===== config.mk =====
export PLATFORM = sky130hd
export DESIGN_NAME = ssp_predictor
export DESIGN_NICKNAME = d
export VERILOG_FILES = /design/src/rtl/ssp_pkg.sv /design/src/rtl/ssp_pc_table.sv /design/src/rtl/ssp_last_store_table.sv /design/src/rtl/ssp_trainer.sv /design/src/rtl/ssp_predictor.sv
export SDC_FILE = /design/constraint.sdc
export NUM_CORES = 1
export LEC_CHECK = 0
export BUFFER_PORTS_ARGS = -buffer_cell sky130_fd_sc_hd__buf_4
export CAP_MARGIN = 10
export CORE_AREA = 2 2 223 225
export CTS_BUF_LIST = sky130_fd_sc_hd__clkbuf_16
export CTS_CLUSTER_DIAMETER = 60
export CTS_CLUSTER_SIZE = 10
export DETAILED_ROUTE_END_ITERATION = 16
export DIE_AREA = 0 0 225 227
export GPL_TIMING_DRIVEN = 0
export PLACE_DENSITY = 0.71
export SYNTH_ARGS = -nofsm -noshare
export SYNTH_HDL_FRONTEND = slang
export SYNTH_SLANG_ARGS = --single-unit

===== constraint.sdc =====
create_clock -name clk_i -period 7.6 [get_ports clk_i]
set_input_delay 0.38 -clock clk_i [delete_from_list [all_inputs] [get_ports clk_i]]
set_output_delay 0.38 -clock clk_i [all_outputs]
set_load 0.03 [all_outputs]

===== src/rtl/ssp_pkg.sv =====
package ssp_pkg;

  typedef enum logic [1:0] {
    SRC_ALLOC = 2'd0,
    SRC_LOAD  = 2'd1,
    SRC_STORE = 2'd2
  } id_src_e;

  // which identifier a violating pair ends up sharing
  function automatic id_src_e pick_src(input logic load_hit, input logic store_hit,
                                       input logic load_lower);
    if (load_hit && store_hit) return load_lower ? SRC_LOAD : SRC_STORE;
    if (load_hit)              return SRC_LOAD;
    if (store_hit)             return SRC_STORE;
    return SRC_ALLOC;
  endfunction

endpackage


===== src/rtl/ssp_pc_table.sv =====
module ssp_pc_table #(
  parameter int DEPTH    = 64,
  parameter int ID_W     = 4,
  parameter int RD_PORTS = 3,
  localparam int IDX_W   = $clog2(DEPTH)
) (
  input  logic                                clk_i,
  input  logic                                rst_ni,
  input  logic                                clear_i,
  input  logic [RD_PORTS-1:0][IDX_W-1:0]      rd_idx_i,
  output logic [RD_PORTS-1:0]                 rd_hit_o,
  output logic [RD_PORTS-1:0][ID_W-1:0]       rd_id_o,
  input  logic                                wr_en_i,
  input  logic [IDX_W-1:0]                    wr_a_idx_i,
  input  logic [IDX_W-1:0]                    wr_b_idx_i,
  input  logic [ID_W-1:0]                     wr_id_i
);

  logic [DEPTH-1:0]           vld_q;
  logic [DEPTH-1:0][ID_W-1:0] id_q;

  for (genvar e = 0; e < DEPTH; e++) begin : g_entry
    logic sel;
    assign sel = wr_en_i && (wr_a_idx_i == IDX_W'(e) || wr_b_idx_i == IDX_W'(e));
    always_ff @(posedge clk_i or negedge rst_ni) begin
      if (!rst_ni) begin
        vld_q[e] <= 1'b0;
        id_q[e]  <= '0;
      end else if (clear_i) begin
        vld_q[e] <= 1'b0;
      end else if (sel) begin
        vld_q[e] <= 1'b1;
        id_q[e]  <= wr_id_i;
      end
    end
  end

  for (genvar p = 0; p < RD_PORTS; p++) begin : g_rd
    assign rd_hit_o[p] = vld_q[rd_idx_i[p]];
    assign rd_id_o[p]  = id_q[rd_idx_i[p]];
  end

endmodule


===== src/rtl/ssp_last_store_table.sv =====
module ssp_last_store_table #(
  parameter int SETS  = 16,
  parameter int TAG_W = 6,
  localparam int ID_W = $clog2(SETS)
) (
  input  logic             clk_i,
  input  logic             rst_ni,
  input  logic             clear_i,
  input  logic [ID_W-1:0]  rd_id_i,
  output logic             rd_vld_o,
  output logic [TAG_W-1:0] rd_tag_o,
  input  logic             wr_en_i,
  input  logic [ID_W-1:0]  wr_id_i,
  input  logic [TAG_W-1:0] wr_tag_i,
  input  logic             drop_en_i,
  input  logic [TAG_W-1:0] drop_tag_i
);

  logic [SETS-1:0]            vld_q;
  logic [SETS-1:0][TAG_W-1:0] tag_q;

  for (genvar s = 0; s < SETS; s++) begin : g_set
    logic wr_hit, drop_hit;
    assign wr_hit   = wr_en_i && (wr_id_i == ID_W'(s));
    assign drop_hit = drop_en_i && vld_q[s] && (tag_q[s] == drop_tag_i);
    always_ff @(posedge clk_i or negedge rst_ni) begin
      if (!rst_ni) begin
        vld_q[s] <= 1'b0;
        tag_q[s] <= '0;
      end else if (clear_i) begin
        vld_q[s] <= 1'b0;
      end else if (wr_hit) begin
        // a newer store outranks any resolve in the same cycle
        vld_q[s] <= 1'b1;
        tag_q[s] <= wr_tag_i;
      end else if (drop_hit) begin
        vld_q[s] <= 1'b0;
      end
    end
  end

  assign rd_vld_o = vld_q[rd_id_i];
  assign rd_tag_o = tag_q[rd_id_i];

endmodule


===== src/rtl/ssp_trainer.sv =====
module ssp_trainer
  import ssp_pkg::*;
#(
  parameter int ID_W = 4
) (
  input  logic            clk_i,
  input  logic            rst_ni,
  input  logic            clear_i,
  input  logic            train_i,
  input  logic            load_hit_i,
  input  logic [ID_W-1:0] load_id_i,
  input  logic            store_hit_i,
  input  logic [ID_W-1:0] store_id_i,
  output logic            wr_en_o,
  output logic [ID_W-1:0] wr_id_o
);

  logic [ID_W-1:0] alloc_q;
  id_src_e         src;

  assign src     = pick_src(load_hit_i, store_hit_i, load_id_i < store_id_i);
  assign wr_en_o = train_i && !clear_i;

  always_comb begin
    unique case (src)
      SRC_LOAD:  wr_id_o = load_id_i;
      SRC_STORE: wr_id_o = store_id_i;
      default:   wr_id_o = alloc_q;
    endcase
  end

  always_ff @(posedge clk_i or negedge rst_ni) begin
    if (!rst_ni)                             alloc_q <= '0;
    else if (clear_i)                        alloc_q <= '0;
    else if (train_i && src == SRC_ALLOC)    alloc_q <= alloc_q + 1'b1;
  end

endmodule


===== src/rtl/ssp_predictor.sv =====
module ssp_predictor #(
  parameter int PC_W       = 32,
  parameter int PC_LSB     = 2,
  parameter int PC_ENTRIES = 64,
  parameter int SETS       = 16,
  parameter int TAG_W      = 6
) (
  input  logic             clk_i,
  input  logic             rst_ni,
  input  logic             flush_i,
  input  logic             disp_valid_i,
  input  logic             disp_is_store_i,
  input  logic [PC_W-1:0]  disp_pc_i,
  input  logic [TAG_W-1:0] disp_tag_i,
  output logic             dep_valid_o,
  output logic [TAG_W-1:0] dep_tag_o,
  input  logic             res_valid_i,
  input  logic [TAG_W-1:0] res_tag_i,
  input  logic             train_valid_i,
  input  logic [PC_W-1:0]  train_load_pc_i,
  input  logic [PC_W-1:0]  train_store_pc_i
);

  localparam int IDX_W = $clog2(PC_ENTRIES);
  localparam int ID_W  = $clog2(SETS);
  localparam int P_DSP = 0;
  localparam int P_LD  = 1;
  localparam int P_ST  = 2;

  logic [2:0][IDX_W-1:0] rd_idx;
  logic [2:0]            rd_hit;
  logic [2:0][ID_W-1:0]  rd_id;
  logic                  tr_wr_en;
  logic [ID_W-1:0]       tr_wr_id;
  logic                  disp_set_hit;
  logic                  lst_vld;
  logic [TAG_W-1:0]      lst_tag;
  logic                  lst_wr_en;

  assign rd_idx[P_DSP] = disp_pc_i[PC_LSB +: IDX_W];
  assign rd_idx[P_LD]  = train_load_pc_i[PC_LSB +: IDX_W];
  assign rd_idx[P_ST]  = train_store_pc_i[PC_LSB +: IDX_W];

  ssp_pc_table #(
    .DEPTH    (PC_ENTRIES),
    .ID_W     (ID_W),
    .RD_PORTS (3)
  ) u_pc_table (
    .clk_i      (clk_i),
    .rst_ni     (rst_ni),
    .clear_i    (flush_i),
    .rd_idx_i   (rd_idx),
    .rd_hit_o   (rd_hit),
    .rd_id_o    (rd_id),
    .wr_en_i    (tr_wr_en),
    .wr_a_idx_i (rd_idx[P_LD]),
    .wr_b_idx_i (rd_idx[P_ST]),
    .wr_id_i    (tr_wr_id)
  );

  ssp_trainer #(.ID_W(ID_W)) u_trainer (
    .clk_i       (clk_i),
    .rst_ni      (rst_ni),
    .clear_i     (flush_i),
    .train_i     (train_valid_i),
    .load_hit_i  (rd_hit[P_LD]),
    .load_id_i   (rd_id[P_LD]),
    .store_hit_i (rd_hit[P_ST]),
    .store_id_i  (rd_id[P_ST]),
    .wr_en_o     (tr_wr_en),
    .wr_id_o     (tr_wr_id)
  );

  assign disp_set_hit = disp_valid_i && rd_hit[P_DSP];
  assign lst_wr_en    = disp_set_hit && disp_is_store_i && !flush_i;

  ssp_last_store_table #(
    .SETS  (SETS),
    .TAG_W (TAG_W)
  ) u_last_store (
    .clk_i      (clk_i),
    .rst_ni     (rst_ni),
    .clear_i    (flush_i),
    .rd_id_i    (rd_id[P_DSP]),
    .rd_vld_o   (lst_vld),
    .rd_tag_o   (lst_tag),
    .wr_en_i    (lst_wr_en),
    .wr_id_i    (rd_id[P_DSP]),
    .wr_tag_i   (disp_tag_i),
    .drop_en_i  (res_valid_i),
    .drop_tag_i (res_tag_i)
  );

  assign dep_valid_o = disp_set_hit && lst_vld;
  assign dep_tag_o   = dep_valid_o ? lst_tag : '0;

endmodule


# --- Yosys cells after proc, flatten, opt, wreduce, memory -nomap -nowiden ---
# Cells that the tools add are included.
classes:
  add_sub_neg: 1
  magnitude_cmp: 5
  n_eq_ne: 159
  n_mux: 209
  bitwise: 1
  n_reduce_logical: 349
op_table:
  columns: ["op", "count"]
  rows:
  - ["6-bit equality test (second input constant)", 64]
  - ["6-bit by 5-bit equality test with 1-bit output (second input constant)", 32]
  - ["1-bit 2-to-1 mux", 186]
  - ["2-bit AND reduction", 80]
  - ["2-bit nonzero test", 65]
  - ["1-bit logical AND", 119]
  - ["6-bit by 4-bit equality test with 1-bit output (second input constant)", 16]
  - ["6-bit equality test", 16]
  - ["4-bit binary-select mux with 6-bit select", 3]
  - ["1-bit logical OR", 64]
  - ["6-bit by 3-bit equality test with 1-bit output (second input constant)", 8]
  - ["3-bit nonzero test", 16]
  - ["4-bit equality test (second input constant)", 8]
  - ["6-bit binary-select mux with 4-bit select", 1]
  - ["6-bit by 2-bit equality test with 1-bit output (second input constant)", 4]
  - ["6-bit by 7-bit < comparator with 1-bit output (second input constant)", 3]
  - ["4-bit 2-to-1 mux", 5]
  - ["1-bit binary-select mux with 6-bit select", 3]
  - ["4-bit by 3-bit equality test with 1-bit output (second input constant)", 4]
  - ["2-bit 2-to-1 mux", 7]
  - ["6-bit by 1-bit equality test with 1-bit output (second input constant)", 2]
  - ["6-bit logical NOT", 2]
  - ["6-bit 2-to-1 mux", 2]
  - ["4-bit by 2-bit equality test with 1-bit output (second input constant)", 2]
  - ["other kinds (12)", 12]
totals:
  register_bits: 436
  input_bits: 115
  out_inout_bits: 7
  wordCells: 885

# --- Longest topological paths before layout ---
depth:
  ltp_word: 14
  depth_mapped: 17
  mapped_depth_nobuf: 11

# --- By module ---
# A second synthesis with hierarchy kept.
unflattened:
  cells_unflattened: 2124
  hier_area_um2: 27164.8
by_module_without_submodules:
  columns: ["mod", "instances", "cells_per_inst", "area_per_inst_um2", "seq_area_each_um2"]
  rows:
  - ["ssp_pc_table", 1, 1595, 20435.8, 8007.7]
  - ["ssp_last_store_table", 1, 475, 6234.7, 2802.7]
  - ["ssp_trainer", 1, 46, 424.2, 100.1]
  - ["ssp_predictor", 1, 8, 70.1, 0.0]

# --- Least setup slack after synthesis ---
# No wires, ideal clock.
synth_timing:
  path_type: "input to register"
  from: "input port train_load_pc_i[2]"
  to: "register u_pc_table.id_q[211] (netlist name)"
  arrival_ns: 4.824
  slack_ns: 2.651
  path_stages: 15
  n_path_buf: 6
  path_cell_list: "buf_6 > buf_4 > buf_1 > clkbuf_1 > mux4_2 > mux4_2 > mux4_2 > ha_1 > a21o_1 > o31a_1 > or3b_1 > buf_6 > o221ai_4 > buf_6 > o21ai_1"
synth_between:
  elab_chain_cells: 12
  word_cells_on_any_way: 23
synth_rtl:
  columns: ["item", "line", "source"]
  rows:
  - ["start, declared", "ssp_predictor.sv:20", "input logic [PC_W-1:0] train_load_pc_i,"]
  - ["4-bit binary-select mux with 6-bit select", "ssp_pc_table.sv:40", "assign rd_id_o[p] = id_q[rd_idx_i[p]];"]
  - ["4-bit 2-to-1 mux (implied by the code)", "ssp_pc_table.sv:40", null]
  - ["4-bit < comparator", "ssp_trainer.sv:21", "assign src = pick_src(load_hit_i, store_hit_i, load_id_i < store_id_i);"]
  - ["2-bit 2-to-1 mux (2 in a row)", "ssp_pkg.sv:12", "if (load_hit && store_hit) return load_lower ? SRC_LOAD : SRC_STORE;"]
  - ["2-bit 2-to-1 mux", "ssp_pkg.sv:13", "if (load_hit) return SRC_LOAD;"]
  - ["2-bit 2-to-1 mux", "ssp_pkg.sv:14", "if (store_hit) return SRC_STORE;"]
  - ["2-bit 2-to-1 mux", "ssp_pkg.sv:15", "return SRC_ALLOC;"]
  - ["2-bit 2-to-1 mux", "ssp_pkg.sv:14", null]
  - ["2-bit 2-to-1 mux", "ssp_pkg.sv:13", null]
  - ["2-bit equality test / 2-bit by 1-bit equality test with 1-bit output (equally long branches)", "ssp_trainer.sv:25", "unique case (src)"]
  - ["4-bit case mux with 2 select lines", "ssp_trainer.sv:25", null]
  - ["end signal, assigned by index", "ssp_pc_table.sv:33", "id_q[e] <= wr_id_i;"]
  - ["end, declared", "ssp_pc_table.sv:20", "logic [DEPTH-1:0][ID_W-1:0] id_q;"]
# Several ways; a longest one is shown, not always the timed one. The select of a mux whose other input is x is not followed.
# A chain may end at the register's enable or synchronous reset.

# --- Worst setup path in the final report ---
layout_timing:
  from: "input port train_load_pc_i[3]"
  to: "register u_pc_table.id_q[175] (netlist name)"
# The elaborated chain is that of the path after synthesis.

==> results.py <==
metrics = {
    "worst_hold_path": {
        "min_path_type": "input port to flop",
        "min_from": "disp_tag_i[3]",
        "min_to": "u_last_store.tag_q[57]$_DFFE_PN0P_",
        "whs_path_depth": 2,
    },
    "sta": {
        "grt_setup_unrepaired": "false",
        "final.min_clock_period_ps": 6630,
        "hold_viol_final": 0,
        "worst_slew_pin_slew_ps": 1420,
        "setup_viol": 0,
        "drv_slew": 0,
        "finClkSkew_ps": 25.9,
        "max_slew_margin": 0.0533,
        "fmax_mhz": 151,
        "fin_crit_sh": 0.872,
        "setup_tns_ps": 0,
        "worst_slack_ps": 971,
    },
    "critical_path": {
        "cp.required_ps": 8070,
        "reg2reg_from": "u_pc_table.id_q[146]$_DFFE_PN0P_",
        "r2r-end": "u_pc_table.id_q[175]$_DFFE_PN0P_",
        "worstPathMaxFanout": 10,
        "crit_type": "input port to flop",
        "rrSetupSlack_ps": 2970,
        "critPathArrivalTime_ps": 7100,
        "crit_path_end_kind": "flop",
        "startpoint_type": "input port",
        "reg2reg_depth": 12,
    },
    "run_status": {
        "status": "finished, final reports clean",
    },
    "global_route": {
        "overflow": 0,
        "grt_pass1_vias": 21500,
        "grt_pass1_wl_mm": 149,
        "grt_util_all_layers": 0.415,
        "antenna_found_initial": 7,
        "grt_max_degree": 129,
    },
    "routing": {
        "num_vias": 22300,
        "drtAntennaViolNets": 0,
        "wl_per_cell_um": 33.9,
        "drt-pass1-iter-count": 6,
        "via_per_inst": 7.31,
        "drtIter0Drc": 3198,
        "wl_mm": 103,
        "drc_errors": 0,
    },
    "yosys": {
        "synth_nets": 2434,
        "synth_ff_type": "dfrtp_1",
        "synth-seq-cells": 436,
        "synth-edff-count": 0,
        "ys_warn_count": 0,
        "syn-instance-count": 2315,
        "synth_cell_types": 63,
        "synth_area_per_cell_um2": 11.5,
        "async_flop_share": 1.00,
        "ys_seq_area_frac": 0.410,
        "netlist_area_um2": 26600,
    },
    "clocking": {
        "clk_pin_slew_ps": 60,
        "clkLatencyLatePin_ps": 630,
        "cts_buffers": 53,
        "cts_tree": "built",
        "cts_root_buf": "clkbuf_16",
        "cts.sinks": 436,
        "cts_max_level": 2,
        "clockBufferDepth": 3,
    },
    "floorplanning": {
        "io_pins": 122,
        "start_util": 0.548,
        "die-height_um": 227,
        "die-area_um2": 51100,
        "die_width_um": 225,
        "rows": 81,
        "core_area_um2": 48500,
    },
    "cells_and_area": {
        "area_growth_pct": 9.84,
        "finish.instance_area_um2": 29200,
        "final_util": 0.602,
        "drive_gt1_frac": 0.233,
        "nets": 2522,
        "nFillCells": 3966,
    },
    "place": {
        "gp_congestion": 1.04,
        "hpwl_mm": 74.6,
        "placed_area_um2": 27700,
        "port_buffers": 25,
        "place_ws_ps": 673,
    },
    "run": {
        "drv_cap": 0,
    },
    "pwr": {
        "power_mw": 5.91,
        "p_leak_nw": 11.8,
        "p_per_area_nw_per_um2": 202,
        "peakVddDrop_mv": 0.167,
    },
}
worst max-delay path by stage:
| stage | end | startpoint | cells after the start | slack [ps] |
|---|---|---|---|---|
| 2_1_floorplan | u_pc_table.id_q[211]$_DFFE_PN0P_ | train_load_pc_i[2] | 15 | 2650 |
| 3_3_place_gp | u_pc_table.id_q[175]$_DFFE_PN0P_ | train_load_pc_i[3] | 15 | 750 |
| 3_5_place_dp | u_pc_table.id_q[175]$_DFFE_PN0P_ | train_load_pc_i[3] | 15 | 670 |
| 4_1_cts | u_pc_table.id_q[71]$_DFFE_PN0P_ | train_load_pc_i[3] | 15 | 1320 |
| 5_1_grt | u_pc_table.id_q[108]$_DFFE_PN0P_ | train_load_pc_i[3] | 15 | 1130 |
| 6_report | u_pc_table.id_q[175]$_DFFE_PN0P_ | train_load_pc_i[3] | 15 | 970 |
flip-flops by register name, indices dropped and copies added, names as in the netlist:
| name | count |
|---|---|
| u_last_store.tag_q | 96 |
| u_last_store.vld_q | 16 |
| u_pc_table.id_q | 256 |
| u_trainer.alloc_q | 4 |
| u_pc_table.vld_q | 64 |
timing repair:
action | in CTS | in global routing
endpoints found under the hold margin | 77 | 0
resized for setup | 0 | 0
endpoints found under the setup margin | 0 | 0
buffers inserted | 0 | 0
hold buffers | 1 | 0
synth_stat cells, types with 16 or more instances:
cell type	number	share of area
a21oi_1	17	0.0032
a22oi_1	23	0.0065
a32oi_1	21	0.0069
buf_2	31	0.0058
buf_6	27	0.011
clkbuf_1	96	0.014
dfrtp_1	436	0.41
inv_1	80	0.011
mux2_2	103	0.044
mux2i_1	38	0.014
mux4_2	276	0.23
nand2_1	421	0.059
nand2b_1	20	0.0047
nand3_1	16	0.0030
nand4_1	17	0.0040
nor2_1	21	0.0030
nor2b_1	18	0.0042
nor4_1	24	0.0056
o21ai_0	248	0.047
o21ai_1	99	0.019
o22ai_1	66	0.016
xnor2_1	51	0.017
xor2_1	48	0.016
cells by family after synthesis:
| family | share of synthesized area |
|---|---|
| xor+xnor | 0.0326 |
| simple gates | 0.0906 |
| compound gates | 0.119 |
| buf+inv | 0.0473 |
| mux | 0.298 |
| fa+ha+maj | 0.00188 |
| flops | 0.410 |
where the power goes:
| part | total, mW | switching, mW | internal, mW |
|---|---|---|---|
| logic | 0.978 | 0.587 | 0.391 |
| clock network | 2.35 | 1.01 | 1.34 |
| registers | 2.59 | 0.139 | 2.45 |
| total | 5.91 | 1.74 | 4.17 |
through the flow:
stage | instances | hold WS [ps]
finish | 3044 | 54.2
global route | 3040 | 58.4
detailed placement | 2968 | 404
floorplan | 2315 | 84.4
CTS | 3039 | 38.8
global placement | 2962 | 492
metal layers:
layer	wire length [um]	vias up	global-route usage
li1	-	8855	-
met3	15600	440	0.165
met4	7760	8	0.254
met2	43500	1811	0.589
met1	36200	11100	0.536
met5	56	-	0
critical path: stages:
cell and delay (ps):
clkbuf_1 390, clkbuf_1 810, clkbuf_1 650, clkbuf_1 940
mux4_2 430, mux4_2 580, mux4_2 550, ha_1 340
a21o_1 200, o31a_1 330, or3b_1 380, buf_6 150
o221ai_4 540, buf_6 280, o21ai_0 130
layout make-up:
class	instances	area, um^2	share of cell area
Antenna cell	4	10.0	0.000342
Buffer	177	950	0.0325
Clock buffer	53	1330	0.0454
Clock inverter	17	168	0.00574
Inverter	82	308	0.0105
Multi-Input combinational cell	1620	14400	0.494
Sequential cell	436	10900	0.373
Tap cell	622	778	0.0266
Timing Repair Buffer	33	337	0.0115
layout by cell type, fill, tap and decap left out, drive strengths merged, types with 4 or more instances in the layout:
cell and instances:
mux2i 38, diode 4, nor4 25, nand2b 20, inv 87, o221ai 4
nor3 5, mux2 103, and3 4, a21boi 6, xor2 48, clkinv 6
ha 4, buf 109, mux4 283, nor2b 18, o21ai 351, a2111oi 15
a22o 5, a22oi 23, dfrtp 436, a221oi 6, a32oi 21, a21oi 17
nand2 421, o22ai 66, clkbuf 153, xnor2 51, nor2 21, nand4 17
and2 4, nand3 17
Note: power is estimated with default switching activity, not from simulation.
